## config.mk

```make
export PLATFORM = sky130hd
export DESIGN_NAME = port_assigner
export DESIGN_NICKNAME = d
export VERILOG_FILES = /design/src/rtl/pa_pkg.sv /design/src/rtl/pa_lane_pick.sv /design/src/rtl/pa_port_counter.sv /design/src/rtl/port_assigner.sv
export SDC_FILE = /design/constraint.sdc
export NUM_CORES = 1
export LEC_CHECK = 0
export BUFFER_PORTS_ARGS = -buffer_cell sky130_fd_sc_hd__buf_2
export CAP_MARGIN = 30
export CORE_UTILIZATION = 35
export DETAILED_ROUTE_END_ITERATION = 8
export REMOVE_ABC_BUFFERS = 1
export SLEW_MARGIN = 25
export SYNTH_ARGS = -nofsm -noshare
export SYNTH_HDL_FRONTEND = slang
export SYNTH_SLANG_ARGS = --single-unit
```

## constraint.sdc

```tcl
create_clock -name clk -period 21.7 [get_ports clk]
set_input_delay 1.085 -clock clk [delete_from_list [all_inputs] [get_ports clk]]
set_output_delay 1.085 -clock clk [all_outputs]
set_load 0.005 [all_outputs]
```

## src/rtl/pa_pkg.sv

```systemverilog
package pa_pkg;
  localparam int NPORT  = 4;
  localparam int PIDX_W = 2;
  localparam logic [PIDX_W-1:0] BR_PORT = 2'd3;

  typedef logic [15:0] wcnt_t;
  typedef logic [PIDX_W-1:0] pidx_t;

  // lowest count wins; strict compare keeps the lower index on ties
  function automatic pidx_t lowest_port(input wcnt_t [NPORT-1:0] c);
    pidx_t best;
    best = '0;
    for (int i = 1; i < NPORT; i++) begin
      if (c[i] < c[best]) best = pidx_t'(i);
    end
    return best;
  endfunction

  // saturating add of issued uops, minus one dispatch when non-empty
  function automatic wcnt_t next_count(input wcnt_t cur, input wcnt_t add,
                                       input logic dsp, input wcnt_t maxv);
    wcnt_t s;
    s = cur + add;
    if (dsp && cur != '0) s = s - 16'd1;
    if (s > maxv) s = maxv;
    return s;
  endfunction
endpackage

```

## src/rtl/pa_lane_pick.sv

```systemverilog
module pa_lane_pick
  import pa_pkg::*;
(
  input  logic                   clk,
  input  logic                   rst_n,
  input  logic                   valid_i,
  input  logic                   is_br_i,
  input  wcnt_t [NPORT-1:0]      cnt_i,
  output pidx_t                  port_o,
  output logic  [NPORT-1:0]      grant_o,
  output wcnt_t [NPORT-1:0]      cnt_o
);
  pidx_t alu_pick;

  always_comb begin
    alu_pick = lowest_port(cnt_i);
    if (!valid_i)      port_o = '0;
    else if (is_br_i)  port_o = BR_PORT;
    else               port_o = alu_pick;
    grant_o = '0;
    if (valid_i) grant_o[port_o] = 1'b1;
    for (int p = 0; p < NPORT; p++) begin
      cnt_o[p] = cnt_i[p] + wcnt_t'(grant_o[p]);
    end
  end

  for (genvar p = 0; p < NPORT; p++) begin : g_opt

    alu_lower_tie_chk: assert property (@(posedge clk) disable iff (!rst_n)
      (valid_i && !is_br_i && port_o > pidx_t'(p)) |-> (cnt_i[port_o] < cnt_i[p]));

    alu_not_worse_chk: assert property (@(posedge clk) disable iff (!rst_n)
      (valid_i && !is_br_i) |-> (cnt_i[port_o] <= cnt_i[p]));
  end


  one_grant_chk: assert property (@(posedge clk) disable iff (!rst_n)
    $onehot0(grant_o) && (valid_i == (grant_o != '0)));
endmodule

```

## src/rtl/pa_port_counter.sv

```systemverilog
module pa_port_counter
  import pa_pkg::*;
#(
  parameter int CNT_W = 5,
  parameter int ADD_W = 3
) (
  input  logic             clk,
  input  logic             rst_n,
  input  logic [ADD_W-1:0] add_i,
  input  logic             dispatch_i,
  output logic [CNT_W-1:0] cnt_o
);
  localparam wcnt_t MAXV = wcnt_t'((1 << CNT_W) - 1);

  logic [CNT_W-1:0] cnt_q;
  wcnt_t            nxt;
  logic             disp_ignored;
  logic             at_ceiling;

  always_comb begin
    nxt          = next_count(wcnt_t'(cnt_q), wcnt_t'(add_i), dispatch_i, MAXV);
    disp_ignored = dispatch_i && (cnt_q == '0);
    at_ceiling   = (wcnt_t'(cnt_q) == MAXV);
  end

  always_ff @(posedge clk) begin
    if (!rst_n) cnt_q <= '0;
    else        cnt_q <= CNT_W'(nxt);
  end

  assign cnt_o = cnt_q;


  empty_disp_chk: assert property (@(posedge clk) disable iff (!rst_n)
    (disp_ignored && add_i == '0) |=> (cnt_q == '0));

  no_drop_chk: assert property (@(posedge clk) disable iff (!rst_n)
    !dispatch_i |=> (cnt_q >= $past(cnt_q)));

  one_drop_chk: assert property (@(posedge clk) disable iff (!rst_n)
    (dispatch_i && add_i == '0 && !disp_ignored) |=> (cnt_q == $past(cnt_q) - 1'b1));

  no_overflow_chk: assert property (@(posedge clk) disable iff (!rst_n)
    (at_ceiling && !dispatch_i) |=> (wcnt_t'(cnt_q) == MAXV));
endmodule

```

## src/rtl/port_assigner.sv

```systemverilog
module port_assigner
  import pa_pkg::*;
#(
  parameter int GROUP = 4,
  parameter int CNT_W = 5
) (
  input  logic                    clk,
  input  logic                    rst_n,
  input  logic [GROUP-1:0]        in_valid,
  input  logic [GROUP-1:0]        in_is_br,
  input  logic [NPORT-1:0]        dispatch,
  output logic [GROUP-1:0]        out_valid,
  output logic [PIDX_W*GROUP-1:0] out_port
);
  localparam int ADD_W = $clog2(GROUP + 1);

  logic [CNT_W-1:0]  cnt    [NPORT];
  wcnt_t [NPORT-1:0] chain  [GROUP+1];
  logic  [NPORT-1:0] grant  [GROUP];
  pidx_t             lane_port [GROUP];
  logic  [ADD_W-1:0] add    [NPORT];

  always_comb begin
    for (int p = 0; p < NPORT; p++) chain[0][p] = wcnt_t'(cnt[p]);
  end

  for (genvar g = 0; g < GROUP; g++) begin : g_lane
    pa_lane_pick u_pick (
      .clk     (clk),
      .rst_n   (rst_n),
      .valid_i (in_valid[g]),
      .is_br_i (in_is_br[g]),
      .cnt_i   (chain[g]),
      .port_o  (lane_port[g]),
      .grant_o (grant[g]),
      .cnt_o   (chain[g+1])
    );
    assign out_port[PIDX_W*g +: PIDX_W] = lane_port[g];
    assign out_valid[g] = in_valid[g];


    br_port6_chk: assert property (@(posedge clk) disable iff (!rst_n)
      (in_valid[g] && in_is_br[g]) |-> (out_port[PIDX_W*g +: PIDX_W] == BR_PORT));

    idle_lane_chk: assert property (@(posedge clk) disable iff (!rst_n)
      !in_valid[g] |-> (!out_valid[g] && out_port[PIDX_W*g +: PIDX_W] == '0 && grant[g] == '0));
  end

  always_comb begin
    for (int p = 0; p < NPORT; p++) begin
      add[p] = '0;
      for (int g = 0; g < GROUP; g++) add[p] = add[p] + ADD_W'(grant[g][p]);
    end
  end

  for (genvar p = 0; p < NPORT; p++) begin : g_port
    pa_port_counter #(.CNT_W(CNT_W), .ADD_W(ADD_W)) u_cnt (
      .clk        (clk),
      .rst_n      (rst_n),
      .add_i      (add[p]),
      .dispatch_i (dispatch[p]),
      .cnt_o      (cnt[p])
    );
  end


  group_total_chk: assert property (@(posedge clk) disable iff (!rst_n)
    (int'(add[0]) + int'(add[1]) + int'(add[2]) + int'(add[3])) == $countones(in_valid));
endmodule

```

; Yosys cells after proc, flatten, opt, wreduce, memory -nomap -nowiden
; Index checks and enable logic that the tools add are counted.
; Widths: inputs -> output; s select.
[op_classes]
n_lt_le_gt_ge = 32
mux = 56
n_reduce_logical = 12
add_sub_neg = 32
[op_table]
columns = op, count
row1 = $bmux 16 s2, 8
row2 = $mux 16, 12
row3 = $gt 16x5->1 const B, 4
row4 = $sub 16x1->16 const B, 4
row5 = $add 7x1->8, 4
row6 = $lt 5x16->1, 2
row7 = $lt 6x16->1, 2
row8 = $lt 7x16->1, 2
row9 = $lt 8x16->1, 2
row10 = $mux 2, 16
row11 = $add 6x1->7, 4
row12 = $add 5x1->6, 4
row13 = $add 5x3->6, 4
row14 = $lt 2x3->1 const B, 8
row15 = $mux 5, 4
row16 = $reduce_bool 5->1, 4
row17 = $mux 4, 4
row18 = $add 2x1->3, 4
row19 = $add 3x1->3, 4
row20 = $lt 1x3->1 const B, 4
row21 = $add 1x1->2, 4
row22 = $demux 1 s2, 4
row23 = $ge 2x1->1 const B, 4
row24 = $logic_and 1x1->1, 8
row25 = other kinds (5), 12
[word_totals]
register_bits = 20
input_bits = 14
out_inout_bits = 12
wordCells = 136

; Logic depth before layout (Yosys ltp)
; Gate-level depths: netlist of the first run.
[logic_depth]
ltp_word = 77
mapped_depth = 119

; By module
; Synthesis of the first run repeated with hierarchy kept, for this count alone.
[unflattened]
cells_unflattened = 1688
area_unflattened_um2 = 12618.4
[by_module_without_submodules]
columns = mod, seq_area_each_um2, n_inst, cells_per_inst, area_each_um2
row1 = pa_lane_pick (g_lane[0].u_pick ...), 0.0, 3, 360, 2603.7
row2 = pa_lane_pick (g_lane[3].u_pick), 0.0, 1, 355, 2616.3
row3 = pa_port_counter, 100.1, 4, 54, 475.5
row4 = port_assigner, 0.0, 1, 37, 289.0

; Worst setup path before layout of the first run
; No wires, ideal clock.
[synth_timing]
path_kind = flip-flop to flip-flop
startpoint = reg g_port[0].u_cnt.cnt_q[1]
endpoint = reg g_port[3].u_cnt.cnt_q[1]
arrival_time_ns = 21.325
setup_time_ns = 0.115
setup_slack_ns = 0.261
stages_incl_launch_ff = 113
synth_period_minus_slack_ns = 21.439
path_cell_list = dfxtp_1 inv_1 ha_1 a21o_1 a21oi_1 nor2b_1 o21ai_0 nand2b_1 clkbuf_1 mux2i_1 ha_1 o21a_1 o21a_1 o21ai_0 a21oi_1 or2_2 clkbuf_1 a21o_1 [77 not listed] ha_1 nand4_1 or3_1 o311ai_0 fa_1 inv_1 fa_1 inv_1 fa_1 inv_1 and3_1 xnor2_1 nand2_1 nor2_1 ha_1 nor4b_1 a21oi_1 o21a_1
[synth_between]
elab_chain_cells = 77
word_cells_on_any_way = 92
classes_between = 17 x add/sub / 21 x order compare / 50 x mux / 4 x reduce/logical
[synth_lines]
columns = item, line
row1 = start: declaration, pa_port_counter.sv:15  ; logic [CNT_W-1:0] cnt_q;
row2 = start signal: assignment, pa_port_counter.sv:28  ; else cnt_q <= CNT_W'(nxt);
row3 = $lt 5x5->1, pa_pkg.sv:14  ; if (c[i] < c[best]) best = pidx_t'(i);
row4 = $mux 1, pa_pkg.sv:14
row5 = $bmux 16 s2, pa_pkg.sv:14
row6 = $mux 16 (not written as such), pa_pkg.sv:14
row7 = $lt 5x16->1, pa_pkg.sv:14
row8 = $mux 2, pa_pkg.sv:14
row9 = $bmux 16 s2, pa_pkg.sv:14
row10 = $mux 16 (not written as such), pa_pkg.sv:14
row11 = [61 not listed], -
row12 = $demux 1 s2, -
row13 = $mux 4, pa_lane_pick.sv:21  ; if (valid_i) grant_o[port_o] = 1'b1;
row14 = $add 3x1->3 (*), port_assigner.sv:52  ; for (int g = 0; g < GROUP; g++) add[p] = add[p] + ADD_W'(grant[g][p]);
row15 = $add 5x3->6 (*), pa_pkg.sv:23  ; s = cur + add;
row16 = $sub 16x1->16, pa_pkg.sv:24  ; if (dsp && cur != '0) s = s - 16'd1;
row17 = $mux 16 (*), pa_pkg.sv:24
row18 = $gt 16x5->1, pa_pkg.sv:25  ; if (s > maxv) s = maxv;
row19 = $mux 5 (*), pa_pkg.sv:25
row20 = end signal: assignment, pa_port_counter.sv:28
row21 = end: declaration, pa_port_counter.sv:15
; Every way passes the cells marked *; elsewhere a longest branch is shown, timed or not. The select of a mux whose other input is x is not followed.
; A chain may end at the register's enable or synchronous reset.

; Worst setup path in the final report of the first run
[layout_timing]
startpoint = reg g_port[0].u_cnt.cnt_q[1]
endpoint = reg g_port[0].u_cnt.cnt_q[3]
[layout_between]
elab_chain_cells = 77
word_cells_on_any_way = 94
classes_between = 17 x add/sub / 21 x order compare / 50 x mux / 6 x reduce/logical
[layout_lines]
columns = item, line
row1 = $lt 5x5->1, pa_pkg.sv:14
row2 = $mux 1, pa_pkg.sv:14
row3 = $bmux 16 s2, pa_pkg.sv:14
row4 = $mux 16 (not written as such), pa_pkg.sv:14
row5 = $lt 5x16->1, pa_pkg.sv:14
row6 = $mux 2, pa_pkg.sv:14
row7 = $bmux 16 s2, pa_pkg.sv:14
row8 = $mux 16 (not written as such), pa_pkg.sv:14
row9 = [61 not listed], -
row10 = $demux 1 s2, -
row11 = $mux 4, pa_lane_pick.sv:21
row12 = $add 3x1->3, port_assigner.sv:52
row13 = $add 5x3->6, pa_pkg.sv:23
row14 = $sub 16x1->16, pa_pkg.sv:24
row15 = $mux 16 (*), pa_pkg.sv:24
row16 = $gt 16x5->1, pa_pkg.sv:25
row17 = $mux 5 (*), pa_pkg.sv:25
; Marks and branches as above.

==> results of run 1 <==
==> through the flow <==
stage                     TNS, ns  instances  instance area, sq um  setup slack, ns
after floorplan                 0        696                  5460            0.394
after CTS                       0       1063                  6890           0.0311
after detailed placement    -2.27       1059                  6800           -0.139
after global routing        -4.89       1080                  7340           -0.287
final                           0       1080                  7340             1.02
after global placement          0       1059                  6800           0.0798
==> placed cells by master, fill, tap and decap left out, types with 10 or more instances in the layout <==
cell	instances
nor2_1	39
nand3_1	24
xnor2_1	32
fa_1	10
o21a_1	26
mux2i_1	18
dfxtp_1	20
a21o_1	18
inv_1	52
xor2_1	26
buf_4	144
o21ai_0	18
buf_2	25
nand2_1	44
nor2b_1	10
a21oi_2	11
nand4_1	12
nand2b_1	14
and3_1	17
o21ai_1	11
ha_1	95
a21oi_1	32
conb_1	12
==> how the worst max path moves through the flow <==
stage | to | slack, ns | depth (start not counted)
3_5_place_dp | g_port[3].u_cnt.cnt_o[3] | -0.14 | 113
3_3_place_gp | g_port[3].u_cnt.cnt_o[2] | 0.08 | 111
4_1_cts | g_port[0].u_cnt.cnt_o[1] | 0.03 | 110
6_report | g_port[0].u_cnt.cnt_o[3] | 1.02 | 111
2_1_floorplan | g_port[3].u_cnt.cnt_o[1] | 0.39 | 112
5_1_grt | g_port[3].u_cnt.cnt_o[0] | -0.29 | 118
==> tightest hold or removal path: cells and delay by family, from the launching register on <==
family                    cells  cell delay, ns
xor gates and xnor gates      1            0.19
DFF                           1            0.40
AOI/OAI and AO/OA             1            0.10
==> synth_stat cells (4+ instances only) <==
library cell	n
nor2_1	41
o21a_1	26
dfxtp_1	20
mux2i_1	22
xnor2_1	33
o21ai_1	6
and3_1	17
fa_1	12
nor3_1	9
nor2b_1	11
nand4_1	12
o21ai_0	31
a21o_1	18
nand3_1	26
and2_1	7
ha_1	100
buf_2	4
a31oi_1	6
a21boi_0	11
xor2_1	28
inv_1	54
or2_2	4
a21oi_1	42
nand2b_1	14
o22ai_1	4
buf_4	7
o211ai_1	4
a211oi_1	10
clkbuf_1	10
nand2_1	46
==> metal layers <==
metal  track usage (%)  share of wire, %
met2              31.4                48
met4              4.71               1.7
met1              24.6                47
met5                 0                 0
met3              1.00               2.8
==> layout make-up <==
| cell class | instances | area share [%] |
|---|---|---|
| inverter | 55 | 2.81 |
| timing repair buffer | 169 | 16.4 |
| sequential | 20 | 5.46 |
| tap | 211 | 3.60 |
| multi-input combinational | 622 | 70.7 |
| clock buffer | 3 | 1.02 |
==> repair_timing <==
action	CTS	global route
cloned	0	1
endpoints found under the setup margin	20	22
pin swaps	1	35
endpoints found under the hold margin	0	0
buffers inserted	1	16
resized for setup	3	83
==> kinds of logic after synthesis <==
logic type | count (synthesis) | synth area share (%)
multiplexers | 25 | 4.58
buffers and inverters | 78 | 5.98
other | 2 | 0.135
XOR/XNOR | 65 | 10.8
AO/OA/AOI/OAI | 190 | 23.4
AND/OR/NAND/NOR | 217 | 20.9
adder cells (fa/ha/maj) | 112 | 26.9
flip-flops | 20 | 7.22
==> reports/summary.txt, run 1 <==
status: finished, final reports clean
cells on worst reg2reg path: 111
global-route wire length before repair: 24400 um
max frequency: 48.4 MHz
worst-margin pin slew: 0.772 ns
DRC viols: 0
Crit Path Max Fanout: 5
largest net degree at the start of global routing: 21
WP data required: 21.83 ns
final core utilization: 47.9%
Largest register FFs: 20
critical path launch point: g_port[0].u_cnt.cnt_o[1]
CP delay by family, top: compound AO/OA/AOI/OAI gates
data arrival time of the worst path: 20.81 ns
H-tree depth: 1
row count: 45
Seq. cell area: 400 sq um
Hold Fails Final Rpt: 0
Synth area leader: ha_1
reg-to-reg slack, setup: 1.02 ns
hold path cells: 2
Die Width: 128 um
Pins Over Slew Limit: 0
Worst Hold End: g_port[3].u_cnt.cnt_o[4]
initial antenna violation count: 0
number of synthesis warnings: 0
CTS sink count: 20
Avg Vias per Cell: 5.19
Starting Density: 36.2%
vias: 5604
Critical Path Max Stage Delay: 0.63 ns
largest cells by area after synthesis: ha_1 (23%), dfxtp_1 (7.2%), xnor2_1 (5.2%), xor2_1 (4.4%), fa_1 (4.3%)
total congestion overflow: 0
asr flop ratio synth: 0%
Post-Synthesis Cells: 709
IO Count: 26
CTS tree: built
DIE HEIGHT: 128 um
syn_area_per_cell: 7.82 sq um
worst r2r src: g_port[0].u_cnt.cnt_o[1]
Max Cap Violations: 0
Post-synth EDFFs: 0
Filler cells: 1510
Final HPWL DP: 12700 um
clock latency on the worst-skew pair: 0.25 ns
period utilization: 95.3%
crit path buf inv count: 12
post-synth top area share: 22.6%
FF-to-FF End: g_port[0].u_cnt.cnt_o[3]
vias in the first global route: 5206
most used cell along the critical path: ha_1
Wirelength per Cell: 14.5 um
Critical-path top delay cell: fa_1
Detail Route Antenna Nets: 0
Nets: 997
critical path endpoint category: register
multi-input logic area: 5180 sq um
die area: 16300 sq um
HP Class: register to register
first-iteration detailed-routing DRC count: 275
cts-stage hold buffer count: 0
Slew headroom: 48.0%
synthesized area: 5540 sq um
Fin Hold WS: 0.719 ns
Final setup viols: 0
final RePlAce weighted congestion: 0.909
input/output buffers: 25
Root Driver: clkbuf_16
clk_skew: 0.00327 ns
Top FF cell, synth: dfxtp_1
Hold Path Origin: g_port[3].u_cnt.cnt_o[4]
fraction of layout cells with a size suffix above 1: 29.3%
startpoint types: register
Tmin final: 20.68 ns
Core ar.: 15300 sq um
diodes inserted: 0
Setup CP Type: register to register
Syn-to-layout area delta: 32.3%
Inserted Clock Buffers: 3
FF+latch count, synth: 20
first drt pass iteration count: 5
count of cell types in the netlist: 74
CTS clk-pin slew, worst paths: 0.06 ns
GRT Total Usage: 18.2%
Seq/Total Area, Yosys: 7.22%
drt total wl: 15600 um
clock tree buffer depth: 2
Power of run 1 is left out: the tool's default activity adds up to more than one toggle a clock period on the data nets, which glitch-free logic cannot reach.
==> inputs of run 2 (changes only) <==
ABC_CLOCK_PERIOD_IN_PS = 21700   (was unset)
CELL_PAD_IN_SITES_DETAIL_PLACEMENT = 1   (was unset)
CELL_PAD_IN_SITES_GLOBAL_PLACEMENT = 1   (was unset)
PLACE_DENSITY_LB_ADDON = 0.1   (was unset)
==> reports/summary.txt, run 2 (same netlist as run 1, synthesis figures left out) <==
Wirelength per Cell: 18.0 um
initial antenna violation count: 0
vias: 5759
H-tree depth: 1
input/output buffers: 25
Starting Density: 36.2%
Final setup viols: 0
most used cells in the layout excluding fill and tap cells: buf_4 (121), ha_1 (82), inv_1 (49)
WP data required: 20.61 ns
DRC viols: 0
Nets: 975
drt total wl: 19000 um
CTS tree: built
Syn-to-layout area delta: 37.2%
global-route wire length before repair: 30000 um
first-iteration detailed-routing DRC count: 159
Crit Path Max Fanout: 5
fraction of layout cells with a size suffix above 1: 34.9%
Root Driver: clkbuf_16
max frequency: 47.9 MHz
worst-margin pin slew: 0.897 ns
commonest non-fill, non-tap cell in the layout: buf_4
Die Width: 128 um
GRT Total Usage: 22.9%
first drt pass iteration count: 4
post-route cell area: 7610 sq um
final RePlAce weighted congestion: 0.881
DIE HEIGHT: 128 um
Inserted Clock Buffers: 3
Pins Over Slew Limit: 0
Slew headroom: 39.6%
Tmin final: 20.86 ns
Detail Route Antenna Nets: 0
clock latency on the worst-skew pair: 0.26 ns
Critical-path top delay cell: ha_1
period utilization: 96.1%
Max Cap Violations: 0
startpoint types: register
CTS clk-pin slew, worst paths: 0.06 ns
Critical Path Max Stage Delay: 0.35 ns
vias in the first global route: 6025
CTS sink count: 20
Largest register FFs: 20
cts-stage hold buffer count: 0
Final HPWL DP: 15200 um
status: finished, final reports clean
most used cell along the critical path: buf_4
Cell Area, Placed: 6430 sq um
row count: 45
Hold Fails Final Rpt: 0
Setup TNS: 0 ns
critical path endpoint category: output port
clock tree buffer depth: 2
IO Count: 26
Avg Vias per Cell: 5.44
data arrival time of the worst path: 19.78 ns
Setup CP Type: register to output port
largest net degree at the start of global routing: 21
diodes inserted: 0
die area: 16300 sq um
total congestion overflow: 0
clk_skew: 0.00373 ns
HP Class: register to register
Core ar.: 15300 sq um
==> run 2: cell types whose count changed in the layout (fill, tap and decap cells not counted), sizes merged <==
cell and delta:
buf -22
==> run 2: path summary, 6_finish.rpt <==
check,from,to,slack [ns],cells after the start
setup reg to reg,g_port[0].u_cnt.cnt_o[1],g_port[2].u_cnt.cnt_o[3],0.85,111
hold reg to reg,g_port[3].u_cnt.cnt_o[4],g_port[3].u_cnt.cnt_o[4],0.73,2
setup / recovery,g_port[0].u_cnt.cnt_o[1],out_port[7],0.84,112
hold / removal,g_port[3].u_cnt.cnt_o[4],g_port[3].u_cnt.cnt_o[4],0.73,2
==> run 2: metal layers <==
| layer | up-vias | wire length (um) | global-route usage, % |
|---|---|---|---|
| met4 | 0 | 344 | 6.02 |
| met1 | 2828 | 8260 | 27.7 |
| li1 | 2838 | - | - |
| met3 | 25 | 265 | 0.793 |
| met2 | 68 | 10100 | 44.1 |
| met5 | - | 0 | 0 |
==> run 2: final cells by class <==
class	count	area [sq um]
tap	211	264
fill	1821	7710
timing repair buffer	147	1040
clock buffer	3	75.1
multi-input combinational	622	5620
sequential	20	400
inverter	55	206
==> run 2: worst max-delay path: cells and delay by family, from the launching register on <==
family	cells	cell delay, ns
fa+ha+maj	17	4.46
flops	1	0.33
mux	5	1.46
simple gates	25	3.54
xor+xnor	2	0.31
buf+inv	20	2.33
compound gates	43	7.04
==> run 2: what timing repair did <==
| item | in CTS | in global routing |
|---|---|---|
| buffers inserted | 23 | 21 |
| cloned | 0 | 1 |
| pin swaps | 11 | 73 |
| endpoints found under the setup margin | 22 | 22 |
| resized for setup | 46 | 119 |
==> run 2: stage by stage <==
step | cells | util [%] | setup slack, ns | hold WS [ns]
6_report | 1058 | 49.7 | 0.838 | 0.726
5_1_grt | 1058 | 49.7 | -0.178 | 0.774
4_1_cts | 1036 | 44.8 | 0.00690 | 0.726
3_5_place_dp | 1010 | 42.0 | -1.48 | 0.712
3_3_place_gp | 1010 | 42.0 | -0.547 | 0.687
2_1_floorplan | 696 | - | 0.394 | 0.626
Power of run 2 is left out for the same reason.
